File: config.mk
export PLATFORM = sky130hd
export DESIGN_NAME = slot_stack_core
export DESIGN_NICKNAME = d
export VERILOG_FILES = /design/src/rtl/slot_stack_pkg.sv /design/src/rtl/slot_sequencer.sv /design/src/rtl/slot_func_units.sv /design/src/rtl/slot_stack_regs.sv /design/src/rtl/slot_stack_core.sv
export SDC_FILE = /design/constraint.sdc
export NUM_CORES = 1
export LEC_CHECK = 0
export BUFFER_PORTS_ARGS = -buffer_cell sky130_fd_sc_hd__buf_2
export CORE_MARGIN = 2
export CORE_UTILIZATION = 46
export CTS_BUF_LIST = sky130_fd_sc_hd__clkbuf_16
export DETAILED_ROUTE_END_ITERATION = 10
export PLACE_DENSITY = 0.61
export RECOVER_POWER = 100
export SKIP_CTS_REPAIR_TIMING = 1
export SYNTH_ARGS = -nofsm -noshare
export SYNTH_HDL_FRONTEND = slang
export SYNTH_SLANG_ARGS = --single-unit
export TNS_END_PERCENT = 20
File: constraint.sdc
create_clock -name clk -period 8.1 [get_ports clk]
set_input_delay 0 -clock clk [delete_from_list [all_inputs] [get_ports clk]]
set_output_delay 0 -clock clk [all_outputs]
set_load 0.05 [all_outputs]
File: src/rtl/slot_stack_pkg.sv
package slot_stack_pkg;
  localparam int OP_W = 5;

  localparam logic [OP_W-1:0] OPC_NOP  = 5'd0;
  localparam logic [OP_W-1:0] OPC_ADD  = 5'd1;
  localparam logic [OP_W-1:0] OPC_XOR  = 5'd2;
  localparam logic [OP_W-1:0] OPC_AND  = 5'd3;
  localparam logic [OP_W-1:0] OPC_OR   = 5'd4;
  localparam logic [OP_W-1:0] OPC_SHL  = 5'd5;
  localparam logic [OP_W-1:0] OPC_SAR  = 5'd6;
  localparam logic [OP_W-1:0] OPC_NOT  = 5'd7;
  localparam logic [OP_W-1:0] OPC_DUP  = 5'd8;
  localparam logic [OP_W-1:0] OPC_DROP = 5'd9;
  localparam logic [OP_W-1:0] OPC_OVER = 5'd10;
  localparam logic [OP_W-1:0] OPC_ZERO = 5'd11;

  // candidate result selector
  typedef enum logic [3:0] {
    SEL_ADD, SEL_XOR, SEL_AND, SEL_OR, SEL_SHL, SEL_SAR,
    SEL_NOT, SEL_TOP, SEL_SEC, SEL_ZERO
  } sel_e;
  localparam int NSEL = 10;

  typedef enum logic [1:0] {ST_KEEP, ST_POP, ST_PUSH} step_e;

  typedef struct packed {
    sel_e       sel;
    logic [1:0] need;
    step_e      step;
  } dec_t;

  function automatic dec_t decode_op(logic [OP_W-1:0] op);
    dec_t d;
    d = '{sel: SEL_TOP, need: 2'd0, step: ST_KEEP};
    case (op)
      OPC_ADD:  d = '{sel: SEL_ADD,  need: 2'd2, step: ST_POP};
      OPC_XOR:  d = '{sel: SEL_XOR,  need: 2'd2, step: ST_POP};
      OPC_AND:  d = '{sel: SEL_AND,  need: 2'd2, step: ST_POP};
      OPC_OR:   d = '{sel: SEL_OR,   need: 2'd2, step: ST_POP};
      OPC_SHL:  d = '{sel: SEL_SHL,  need: 2'd1, step: ST_KEEP};
      OPC_SAR:  d = '{sel: SEL_SAR,  need: 2'd1, step: ST_KEEP};
      OPC_NOT:  d = '{sel: SEL_NOT,  need: 2'd1, step: ST_KEEP};
      OPC_DUP:  d = '{sel: SEL_TOP,  need: 2'd1, step: ST_PUSH};
      OPC_DROP: d = '{sel: SEL_SEC,  need: 2'd1, step: ST_POP};
      OPC_OVER: d = '{sel: SEL_SEC,  need: 2'd2, step: ST_PUSH};
      OPC_ZERO: d = '{sel: SEL_ZERO, need: 2'd0, step: ST_PUSH};
      default:  d = '{sel: SEL_TOP,  need: 2'd0, step: ST_KEEP};
    endcase
    return d;
  endfunction
endpackage

File: src/rtl/slot_sequencer.sv
module slot_sequencer
  import slot_stack_pkg::*;
#(
  parameter int SLOTS = 4
) (
  input  logic                    clk,
  input  logic                    rst,
  input  logic [SLOTS*OP_W-1:0]   word_i,
  input  logic                    valid_i,
  output logic                    ready_o,
  output logic                    exec_o,
  output logic [OP_W-1:0]         op_o
);
  localparam int WORD_W = SLOTS * OP_W;
  localparam int SLOT_W = (SLOTS > 1) ? $clog2(SLOTS) : 1;
  localparam logic [SLOT_W-1:0] LAST = SLOT_W'(SLOTS - 1);

  logic [WORD_W-1:0] word_q;
  logic [SLOT_W-1:0] slot_q;
  logic              busy_q;
  logic [OP_W-1:0]   ops [SLOTS];

  // slot 0 lives in the most significant field
  for (genvar i = 0; i < SLOTS; i++) begin : g_field
    assign ops[i] = word_q[WORD_W-1-i*OP_W -: OP_W];
  end

  assign op_o    = ops[slot_q];
  assign exec_o  = busy_q;
  assign ready_o = !busy_q;

  always_ff @(posedge clk) begin
    if (rst) begin
      busy_q <= 1'b0;
      slot_q <= '0;
      word_q <= '0;
    end else if (!busy_q) begin
      if (valid_i) begin
        word_q <= word_i;
        slot_q <= '0;
        busy_q <= 1'b1;
      end
    end else begin
      if (slot_q == LAST) busy_q <= 1'b0;
      slot_q <= slot_q + SLOT_W'(1);
    end
  end

  AST_BUSY_AFTER_TAKE: assert property (@(posedge clk) disable iff (rst)
    (valid_i && ready_o) |=> !ready_o);
  AST_SLOT_ADVANCE: assert property (@(posedge clk) disable iff (rst)
    (busy_q && slot_q != LAST) |=> (busy_q && slot_q == $past(slot_q) + SLOT_W'(1)));
  AST_IDLE_AFTER_LAST: assert property (@(posedge clk) disable iff (rst)
    (busy_q && slot_q == LAST) |=> ready_o);
endmodule

File: src/rtl/slot_func_units.sv
module slot_func_units
  import slot_stack_pkg::*;
#(
  parameter int DATA_W = 20
) (
  input  logic [DATA_W-1:0]            top_i,
  input  logic [DATA_W-1:0]            sec_i,
  output logic [NSEL-1:0][DATA_W-1:0]  cand_o
);
  function automatic logic [DATA_W-1:0] unit_out(int k, logic [DATA_W-1:0] t,
                                                 logic [DATA_W-1:0] s);
    case (k)
      SEL_ADD: return t + s;
      SEL_XOR: return t ^ s;
      SEL_AND: return t & s;
      SEL_OR:  return t | s;
      SEL_SHL: return {t[DATA_W-2:0], 1'b0};
      SEL_SAR: return {t[DATA_W-1], t[DATA_W-1:1]};
      SEL_NOT: return ~t;
      SEL_TOP: return t;
      SEL_SEC: return s;
      default: return '0;
    endcase
  endfunction

  // every unit evaluates on its own path every cycle
  for (genvar k = 0; k < NSEL; k++) begin : g_unit
    assign cand_o[k] = unit_out(k, top_i, sec_i);
  end
endmodule

File: src/rtl/slot_stack_regs.sv
module slot_stack_regs
  import slot_stack_pkg::*;
#(
  parameter int DATA_W = 20,
  parameter int DEPTH  = 8,
  localparam int CNT_W = $clog2(DEPTH + 1)
) (
  input  logic              clk,
  input  logic              rst,
  input  logic              exec_i,
  input  step_e             step_i,
  input  logic [1:0]        need_i,
  input  logic [DATA_W-1:0] res_i,
  output logic [DATA_W-1:0] tos_o,
  output logic [DATA_W-1:0] nos_o,
  output logic [CNT_W-1:0]  depth_o,
  output logic              fault_o
);
  localparam int LOW_N  = DEPTH - 2;
  localparam int LOW_AW = (LOW_N > 1) ? $clog2(LOW_N) : 1;
  localparam logic [CNT_W-1:0] FULL = CNT_W'(DEPTH);

  logic [DATA_W-1:0] tos_q, nos_q;
  logic [CNT_W-1:0]  depth_q;
  logic              fault_q;
  logic [DATA_W-1:0] low_mem [LOW_N];

  logic              bad, go, low_wr, low_rd;
  logic [LOW_AW-1:0] wr_idx, rd_idx;

  assign bad    = (CNT_W'(need_i) > depth_q) || (step_i == ST_PUSH && depth_q == FULL);
  assign go     = exec_i && !bad;
  assign low_wr = go && step_i == ST_PUSH && depth_q >= CNT_W'(2);
  assign low_rd = depth_q >= CNT_W'(3);
  assign wr_idx = LOW_AW'(depth_q - CNT_W'(2));
  assign rd_idx = LOW_AW'(depth_q - CNT_W'(3));

  // lower store: no reset, single write port
  always_ff @(posedge clk) begin
    if (low_wr) low_mem[wr_idx] <= nos_q;
  end

  always_ff @(posedge clk) begin
    if (rst) begin
      tos_q   <= '0;
      nos_q   <= '0;
      depth_q <= '0;
      fault_q <= 1'b0;
    end else if (exec_i) begin
      if (bad) begin
        fault_q <= 1'b1;
      end else begin
        tos_q <= res_i;
        case (step_i)
          ST_POP: begin
            if (low_rd) nos_q <= low_mem[rd_idx];
            depth_q <= depth_q - CNT_W'(1);
          end
          ST_PUSH: begin
            nos_q   <= tos_q;
            depth_q <= depth_q + CNT_W'(1);
          end
          default: ;
        endcase
      end
    end
  end

  assign tos_o   = tos_q;
  assign nos_o   = nos_q;
  assign depth_o = depth_q;
  assign fault_o = fault_q;

  AST_DEPTH_LIMIT: assert property (@(posedge clk) disable iff (rst)
    depth_q <= FULL);
  AST_FAULT_STICKY: assert property (@(posedge clk) disable iff (rst)
    fault_q |=> fault_q);
  AST_FAULT_RAISE: assert property (@(posedge clk) disable iff (rst)
    (exec_i && bad) |=> fault_q);
  AST_FAULT_FREEZE: assert property (@(posedge clk) disable iff (rst)
    (exec_i && bad) |=> (depth_q == $past(depth_q) && tos_q == $past(tos_q)
                         && nos_q == $past(nos_q)));
  AST_IDLE_HOLD: assert property (@(posedge clk) disable iff (rst)
    !exec_i |=> (depth_q == $past(depth_q) && tos_q == $past(tos_q)));
endmodule

File: src/rtl/slot_stack_core.sv
module slot_stack_core
  import slot_stack_pkg::*;
#(
  parameter int DATA_W = 20,
  parameter int SLOTS  = 4,
  parameter int DEPTH  = 8,
  localparam int WORD_W = SLOTS * OP_W,
  localparam int CNT_W  = $clog2(DEPTH + 1)
) (
  input  logic              clk,
  input  logic              rst,
  input  logic [WORD_W-1:0] word_i,
  input  logic              word_valid_i,
  output logic              word_ready_o,
  output logic [DATA_W-1:0] tos_o,
  output logic [DATA_W-1:0] nos_o,
  output logic [CNT_W-1:0]  depth_o,
  output logic              fault_o
);
  logic                           exec;
  logic [OP_W-1:0]                op;
  dec_t                           dec;
  logic [NSEL-1:0][DATA_W-1:0]    cand;
  logic [DATA_W-1:0]              result;

  slot_sequencer #(.SLOTS(SLOTS)) u_seq (
    .clk     (clk),
    .rst     (rst),
    .word_i  (word_i),
    .valid_i (word_valid_i),
    .ready_o (word_ready_o),
    .exec_o  (exec),
    .op_o    (op)
  );

  slot_func_units #(.DATA_W(DATA_W)) u_units (
    .top_i  (tos_o),
    .sec_i  (nos_o),
    .cand_o (cand)
  );

  assign dec    = decode_op(op);
  assign result = cand[dec.sel];

  slot_stack_regs #(.DATA_W(DATA_W), .DEPTH(DEPTH)) u_stack (
    .clk     (clk),
    .rst     (rst),
    .exec_i  (exec),
    .step_i  (dec.step),
    .need_i  (dec.need),
    .res_i   (result),
    .tos_o   (tos_o),
    .nos_o   (nos_o),
    .depth_o (depth_o),
    .fault_o (fault_o)
  );

  AST_DEPTH_ONE_STEP: assert property (@(posedge clk) disable iff (rst)
    ##1 (depth_o == $past(depth_o) || depth_o == $past(depth_o) + CNT_W'(1)
         || depth_o + CNT_W'(1) == $past(depth_o)));
endmodule

==> impl_metrics.ini, run 1 <==
[timing]
finalSetupViolations = 0
hold_ws_ns = 0.2466
fin_crit_ns = 6.300
fin_skew_ns = 0.01858
period_share_pct = 77.77
hold_viol = 0
tightestPinTransition_ns = 3.012
rsz0062_at_grt = false
final.setup.tns_ns = 0
max_freq_mhz = 158.7
slew_headroom_pct = -101.1
drv_slew = 137

[cts]
cts_made_buffers = 17
clock_latency_ns = 0.44
clockBufferDepth = 2
clkTransAtPathRegs_ns = 0.07
root_buffer = clkbuf_16
cts_tree = yes
htreeDepth = 4
clock-sinks = 188

[place]
place_congestion = 0.8658
io_buffers = 68
dp_cells = 1299
place_area_um2 = 10920
dp_hpwl_um = 18100

[pwr]
power_mw = 2.734
power.density_nw_per_um2 = 235.3
vdd_drop_max_uv = 140.4
p_leak_nw = 3.952

[global_route]
overflow = 0
grt_max_degree = 70
grt_antenna_before_repair = 0
grtUsageTotal_pct = 23.13
grt_pass1_vias = 7594
grt_pass1_wl_um = 43080

[setup_path]
timing.rr.start = u_seq.slot_q[1]$_SDFFE_PP0P_
crit_path_end_kind = flop
crit_slowest_cell = clkbuf_1
startpoint = u_seq.slot_q[1]$_SDFFE_PP0P_
worstPathArrival_ns = 6.33
critPathMaxFanout = 43
cp-start-kind = flop
path_class = reg -> reg
critPathRequiredTime_ns = 8.13
slowest_delay_ns = 1.08
path_cells = mux4_2 -> inv_1 -> ha_1 -> nand2_1 -> o21ai_0 -> nand2b_1 -> a21oi_1 -> inv_1 -> ha_1 -> nand2b_1 -> o21ai_0 -> nor2_1 -> nand2_1 -> nor3_1 -> clkbuf_1

[hold_path]
holdCritPathClass = in -> reg
hold_start = rst

[synth]
yosys.area.top_type = edfxtp_1
synthFlopType = edfxtp_1
synth.ff_latch_count = 188
synthTopCellsByArea = edfxtp_1 35%, dfxtp_1 13%, ha_1 6.6%, mux4_2 5.4%, a21oi_1 4.7%
synth_warnings = 0
ys_types = 74
async_flop_share_pct = 0
synth-edff-count = 120
syn_area_um2 = 10370
synth_top_area_share_pct = 34.73
ys_seq_area_share_pct = 47.85
synth_area_per_cell_um2 = 10.39
yosys-top-cells-count = 120 x edfxtp_1, 98 x a21oi_1, 97 x nor2_1
synth_cells = 999
yosysMostFrequentCell = edfxtp_1
synth_nets = 1079

[floorplanning]
die_h_um = 154.2
die_area_um2 = 23770
ios = 69
core_um2 = 21960
die_w_um = 154.2
initial_core_util_pct = 47.25
core.rowCount = 54

[layout]
fillers = 1973
nNetsFinal = 1139
drive_gt1_share_pct = 10.35
final_area_um2 = 11620
stdcell_count = 1352
antenna_cells = 0
area_growth_pct = 12.01

[flow_run]
cap_violations = 3

[routing]
first_pass_iters = 7
antenna_left = 0
first_iter_violations = 848
routedWlPerCell_um = 20.00
route.detailed.drc = 0
routed_via_density = 5.964
routed_wl_um = 27040
vias = 8063

[status]
status = finished with violations
violations = max-capacitance violations, max-slew violations
registers in the layout, indices dropped and copies added, names as in the netlist, named ones only:
signal / cells
u_seq.ops: 20
u_stack.nos_o: 20
u_stack.fault_o: 1
u_stack.tos_o: 19
u_seq.exec_o: 1
u_stack.low_mem: 120
u_stack.depth_o: 4
u_seq.slot_q: 2
area by class of cell:
class	count	area, um^2	area share, %
Clock buffer	18	450.4	3.876
Multi-Input combinational cell	696	4931	42.43
Tap cell	280	350.3	3.015
Sequential cell	188	4965	42.72
Clock inverter	14	151.4	1.303
Inverter	56	215.2	1.852
Timing Repair Buffer	100	558.0	4.802
power breakdown:
part | internal [mW] | total, mW | switching, mW
Sequential | 1.06 | 1.17 | 0.109
Clock | 0.430 | 0.838 | 0.407
Combinational | 0.252 | 0.725 | 0.473
worst max-delay path, delay by kind of cell (launching register included):
family | cells | cell delay [ns]
buf+inv | 3 | 1.30
flops | 1 | 0.66
simple gates | 6 | 1.84
mux | 1 | 0.64
compound gates | 3 | 0.44
fa+ha+maj | 2 | 1.00
metal layers:
| layer | track usage [%] | share of wire [%] | routed length [um] |
|---|---|---|---|
| met5 | 0 | 0 | 0 |
| met4 | 5.830 | 1.2 | 321 |
| met3 | 3.530 | 6.6 | 1773 |
| met2 | 35.28 | 45 | 12220 |
| met1 | 34.69 | 47 | 12730 |
stage by stage:
stage	setup slack, ns	util [%]
after CTS	2.321	52.47
after global routing	1.145	52.92
after floorplan	2.413	-
after detailed placement	2.366	49.73
after global placement	2.517	49.73
final	1.800	52.92
cells by family (layout without fill, tap and decap cells):
family                   after synthesis  after routing  synth area share (%)
flip-flops                           188            188                 47.85
multiplexers                          54             54                 8.309
XOR/XNOR                              22             22                 1.857
adder cells (fa/ha/maj)               57             57                 7.019
buffers and inverters                115            188                 4.727
AO/OA/AOI/OAI                        308            308                 19.39
AND/OR/NAND/NOR                      255            255                 10.84
path summary, 6_finish.rpt:
check / cells past startpoint / to / slack [ns]
max: 15 / u_stack.low_mem[0][4]$_DFFE_PP_ / 1.80
min: 3 / u_stack.depth_o[3]$_SDFFE_PP0P_ / 0.25
max reg2reg: 15 / u_stack.low_mem[0][4]$_DFFE_PP_ / 1.80
min reg2reg: 2 / u_seq.ops[1]$_SDFFE_PP0P_ / 0.46
cells in the final DEF, fill, tap and decap left out, drive strengths merged, types with 3 or more instances in the layout:
cell         count
edfxtp         120
nor2b            3
a21o            11
o21ai           48
and3             3
clkinv           9
dfxtp           68
nor3            14
mux4            25
xor2             7
mux2             4
a211oi          57
o21a             3
dlygate4sd3     21
a311oi           5
nand2           95
a221oi          10
nand3           16
o221ai           3
nor2           101
o211ai          10
a2111oi          5
a21oi          101
nand2b           9
a22oi           12
a211o            3
mux2i           25
ha              55
o22ai           13
clkbuf          68
xnor2           15
buf             29
a31oi           10
inv             61
Power figures use the tool's default switching activity.
==> run 2: changes to the inputs <==
==> constraint.sdc (replaced) <==
create_clock -name clk -period 5.9 [get_ports clk]
set_input_delay 0 -clock clk [delete_from_list [all_inputs] [get_ports clk]]
set_output_delay 0 -clock clk [all_outputs]
set_load 0.05 [all_outputs]
==> impl_metrics.ini, run 2 (same netlist as run 1, synthesis figures left out) <==
[status]
status = complete, no violations

[layout]
multiInputGateArea_um2 = 4933
stdcell_count = 1360
regMostFlops = u_stack.low_mem
final_cell_mix = 120 x edfxtp_1, 98 x a21oi_1, 96 x nor2_1
drive_gt1_share_pct = 11.20
fillers = 1968
ff_latch_area_um2 = 4969
largest_register_ffs = 120
area_growth_pct = 12.63
antenna_cells = 0
nNetsFinal = 1147
layout_commonest_cell = edfxtp_1

[floorplanning]
initial_core_util_pct = 47.25
die_w_um = 154.2
die_area_um2 = 23770
core.rowCount = 54
ios = 69
core_um2 = 21960
die_h_um = 154.2

[pwr]
power.density_nw_per_um2 = 322.9
p_leak_nw = 3.996
vdd_drop_max_uv = 169.4

[setup_path]
startpoint = u_seq.slot_q[1]$_SDFFE_PP0P_
critPathRequiredTime_ns = 6.29
crit_path_end_kind = flop
r2r_end = u_stack.tos_o[13]$_SDFFE_PP0P_
reg2regPathDepth = 13
critPathMaxFanout = 50
timing.rr.start = u_seq.slot_q[1]$_SDFFE_PP0P_
cp-start-kind = flop
r2r_slack_ns = 0.90
worstPathArrival_ns = 5.39
path_class = reg -> reg

[timing]
worst_slack_ns = 0.9005
max_freq_mhz = 200.0
rsz0062_at_grt = false
hold_ws_ns = 0.2298
drv_slew = 0
final.setup.tns_ns = 0
fin_crit_ns = 5.000
slew_headroom_pct = 7.120
finalSetupViolations = 0
period_share_pct = 84.74
tightestPinTransition_ns = 1.393
fin_skew_ns = 0.01703
hold_viol = 0

[routing]
routedWlPerCell_um = 20.23
first_iter_violations = 868
antenna_left = 0
route.detailed.drc = 0
vias = 8138
first_pass_iters = 6
routed_wl_um = 27510
routed_via_density = 5.984

[hold_path]
holdPathEnd = u_seq.slot_q[0]$_SDFFE_PP0P_
hold_start = rst
holdCritPathClass = in -> reg
worstHoldPathCells = 3

[cts]
cts_made_buffers = 17
clock_latency_ns = 0.44
clkTransAtPathRegs_ns = 0.08
cts_tree = yes
htreeDepth = 4
clock-sinks = 188
root_buffer = clkbuf_16
clockBufferDepth = 2

[global_route]
grt_antenna_before_repair = 0
grt_max_degree = 70
grt_pass1_wl_um = 44020
grtUsageTotal_pct = 23.81
overflow = 0
grt_pass1_vias = 7747

[flow_run]
cap_violations = 0

[place]
io_buffers = 68
place_congestion = 0.9147
dp_slack_ns = 1.467
dp_hpwl_um = 18430
dp_cells = 1307
==> run 2: cell count changes in the layout (fill, tap and decap cells not counted), moves of 2 or more <==
cell and delta:
clkbuf_2 +3, inv_12 +3, buf_4 +6, clkinv_8 -2, inv_8 +2
==> run 2: worst max-delay path, cell delays in order (launching register included) <==
cell and delay, ns:
dfxtp_1 0.66, mux4_2 0.64, inv_1 0.13, ha_1 0.29
inv_1 0.14, nor4b_4 0.30, a21o_4 0.43, clkinv_4 0.06
clkbuf_2 0.58, nor3_1 0.68, buf_4 0.30, nand2_1 0.09
a2111oi_0 0.42, a22o_1 0.18
==> run 2: worst max-delay path by stage <==
stage,endpoint,slack [ns],cells after the start
floorplan,u_stack.low_mem[2][0]$_DFFE_PP_,0.21,16
global placement,u_stack.low_mem[4][16]$_DFFE_PP_,1.55,15
detailed placement,u_stack.low_mem[4][12]$_DFFE_PP_,1.47,15
CTS,u_stack.low_mem[4][16]$_DFFE_PP_,1.43,15
global route,u_stack.tos_o[13]$_SDFFE_PP0P_,0.52,13
finish,u_stack.tos_o[13]$_SDFFE_PP0P_,0.90,13
==> run 2: metrics by stage <==
stage / area, um^2 / util [%] / total power, mW
floorplan: 10380 / - / 2.351
global placement: 10980 / 50.00 / 2.621
finish: 11690 / 53.21 / 3.774
CTS: 11580 / 52.75 / 3.783
global route: 11690 / 53.21 / 3.958
detailed placement: 10980 / 50.00 / 2.629
==> run 2: area by class of cell <==
type / instances / area share, %
well taps: 280 / 2.998
clock inverters: 15 / 1.520
multi-input cells: 696 / 42.22
repair buffers: 108 / 5.258
clock buffers: 17 / 3.641
inverters: 56 / 1.842
flip-flops and latches: 188 / 42.52
==> run 2: per-layer routing <==
| layer | GRT usage, % | vias up | part of all wire (%) |
|---|---|---|---|
| met5 | 0 | - | 0 |
| met4 | 6.898 | 0 | 1.8 |
| met3 | 4.287 | 42 | 7.2 |
| met2 | 36.84 | 282 | 45 |
| met1 | 34.44 | 3946 | 46 |
| li1 | - | 3868 | - |
==> run 2: power by group <==
group	internal (mW)	switching (mW)	leakage (nW)
Combinational	0.344	0.652	2.03
Clock	0.581	0.583	0.297
Sequential	1.46	0.155	1.66
Total	2.38	1.39	4.00
==> run 3: changes to the inputs <==
--- a/config.mk
+++ b/config.mk
@@ -10,7 +10,7 @@
 export CORE_UTILIZATION = 46
 export CTS_BUF_LIST = sky130_fd_sc_hd__clkbuf_16
 export DETAILED_ROUTE_END_ITERATION = 10
-export PLACE_DENSITY = 0.61
+export PLACE_DENSITY = 0.64
 export RECOVER_POWER = 100
 export SKIP_CTS_REPAIR_TIMING = 1
 export SYNTH_ARGS = -nofsm -noshare
==> constraint.sdc (replaced) <==
create_clock -name clk -period 4.3 [get_ports clk]
set_input_delay 0 -clock clk [delete_from_list [all_inputs] [get_ports clk]]
set_output_delay 0 -clock clk [all_outputs]
set_load 0.05 [all_outputs]
==> impl_metrics.ini, run 3 (same netlist as run 1, synthesis figures left out) <==
[status]
status = complete, no violations

[pwr]
p_switching_mw = 1.904
power.density_nw_per_um2 = 441.8
power_mw = 5.241
pwr-share-clk_pct = 31.0
comb_power_share_pct = 27.6
power_frac_seq_pct = 41.4
p_int_mw = 3.337
vdd_drop_max_uv = 279.9
swShare_pct = 36.33
p_leak_nw = 4.068

[floorplanning]
ios = 69
die_area_um2 = 23770
core_um2 = 21960
initial_core_util_pct = 47.25
die_h_um = 154.2
core.rowCount = 54
die_w_um = 154.2

[layout]
antenna_cells = 0
layout_commonest_cell = edfxtp_1
largest_register_ffs = 120
drive_gt1_share_pct = 12.35
post-route-util_pct = 54.02
nNetsFinal = 1160
final_cell_mix = 120 x edfxtp_1, 98 x a21oi_1, 96 x nor2_1
stdcell_count = 1373
regMostFlops = u_stack.low_mem
fillers = 1900
area_growth_pct = 14.33

[setup_path]
slowest_delay_ns = 0.58
startpoint = u_seq.slot_q[0]$_SDFFE_PP0P_
crit_slowest_cell = nor2_2
cp-start-kind = flop
critPathRequiredTime_ns = 4.67
critPathMaxFanout = 15
path_cells = clkbuf_1 -> mux4_2 -> or2_0 -> a21o_1 -> nor2_2 -> clkbuf_2 -> nor2_1 -> a221oi_1 -> a21oi_1 -> o221ai_1 -> o311a_1
path_class = reg -> reg
crit_buf_inv = 2
crit_path_end_kind = flop
worstPathArrival_ns = 4.37
timing.rr.start = u_seq.slot_q[0]$_SDFFE_PP0P_
cpLargestDelayFamily = simple AND/OR/NAND/NOR gates

[cts]
clkTransAtPathRegs_ns = 0.08
htreeDepth = 4
clock-sinks = 188
clock_latency_ns = 0.44
clockBufferDepth = 2
cts_made_buffers = 17
root_buffer = clkbuf_16
cts_tree = yes

[routing]
routedWlPerCell_um = 20.26
antenna_left = 0
routed_via_density = 5.985
routed_wl_um = 27810
vias = 8217
first_pass_iters = 7
route.detailed.drc = 0
first_iter_violations = 891

[hold_path]
hold_start = rst
holdCritPathClass = in -> reg

[timing]
rsz0062_at_grt = false
fin_skew_ns = 0.01409
finalSetupViolations = 0
drv_slew = 0
slew_headroom_pct = 16.48
max_freq_mhz = 250.4
period_share_pct = 92.87
tightestPinTransition_ns = 1.250
final.setup.tns_ns = 0
hold_viol = 0
fin_crit_ns = 3.993

[global_route]
grt_antenna_before_repair = 0
grtUsageTotal_pct = 23.74
overflow = 0
grt_pass1_wl_um = 43750
grt_max_degree = 50
grt_pass1_vias = 7698

[place]
io_buffers = 68
dp_hpwl_um = 18810
dp_cells = 1320
place_congestion = 0.9057

[flow_run]
cap_violations = 0
[run 3: cell count changes in the layout (fill, tap and decap cells not counted), sizes merged]
cell / delta
buf: +9
clkbuf: +4
inv: -3
clkinv: +2
bufinv: +1
[run 3: path summary, 6_finish.rpt]
| check | endpoint | depth (start not counted) | slack (ns) |
|---|---|---|---|
| worst max-delay path | u_stack.tos_o[18]$_SDFFE_PP0P_ | 11 | 0.31 |
| worst min-delay path | u_stack.tos_o[8]$_SDFFE_PP0P_ | 2 | 0.08 |
| worst max register to register | u_stack.tos_o[18]$_SDFFE_PP0P_ | 11 | 0.31 |
| worst min register to register | u_seq.ops[11]$_SDFFE_PP0P_ | 2 | 0.46 |
[run 3: area by class of cell]
class	count	area, um^2	area share, %
Clock buffer	17	425.4	3.586
Clock inverter	15	192.7	1.624
Timing Repair Buffer	121	728.2	6.139
Tap cell	280	350.3	2.954
Sequential cell	188	4970	41.90
Inverter	56	215.2	1.814
Multi-Input combinational cell	696	4980	41.98
[run 3: per-stage QoR]
step	instance area [um^2]	hold WS, ns	setup WS [ns]
2_1_floorplan	10450	0.1360	0.02451
3_3_place_gp	11120	0.2416	0.3852
3_5_place_dp	11120	0.2446	0.2758
4_1_cts	11740	-0.2282	0.1360
5_1_grt	11860	0.08861	0.007318
6_report	11860	0.07640	0.3067
[run 3: routing by layer]
metal | share of wire, % | up-vias | track usage [%]
met5 | 0 | - | 0
met4 | 1.1 | 0 | 6.765
met3 | 6.2 | 27 | 4.231
met2 | 47 | 298 | 36.75
met1 | 46 | 4002 | 34.45
li1 | - | 3890 | -
[run 3: power groups by stage]
stage | Combinational (mW) | Clock, mW | Sequential, mW
after floorplan | 0.908 | 0 | 2.33
after global routing | 1.58 | 1.74 | 2.18
final | 1.45 | 1.62 | 2.17
after CTS | 1.44 | 1.64 | 2.16
after global placement | 1.42 | 0 | 2.20
after detailed placement | 1.43 | 0 | 2.21
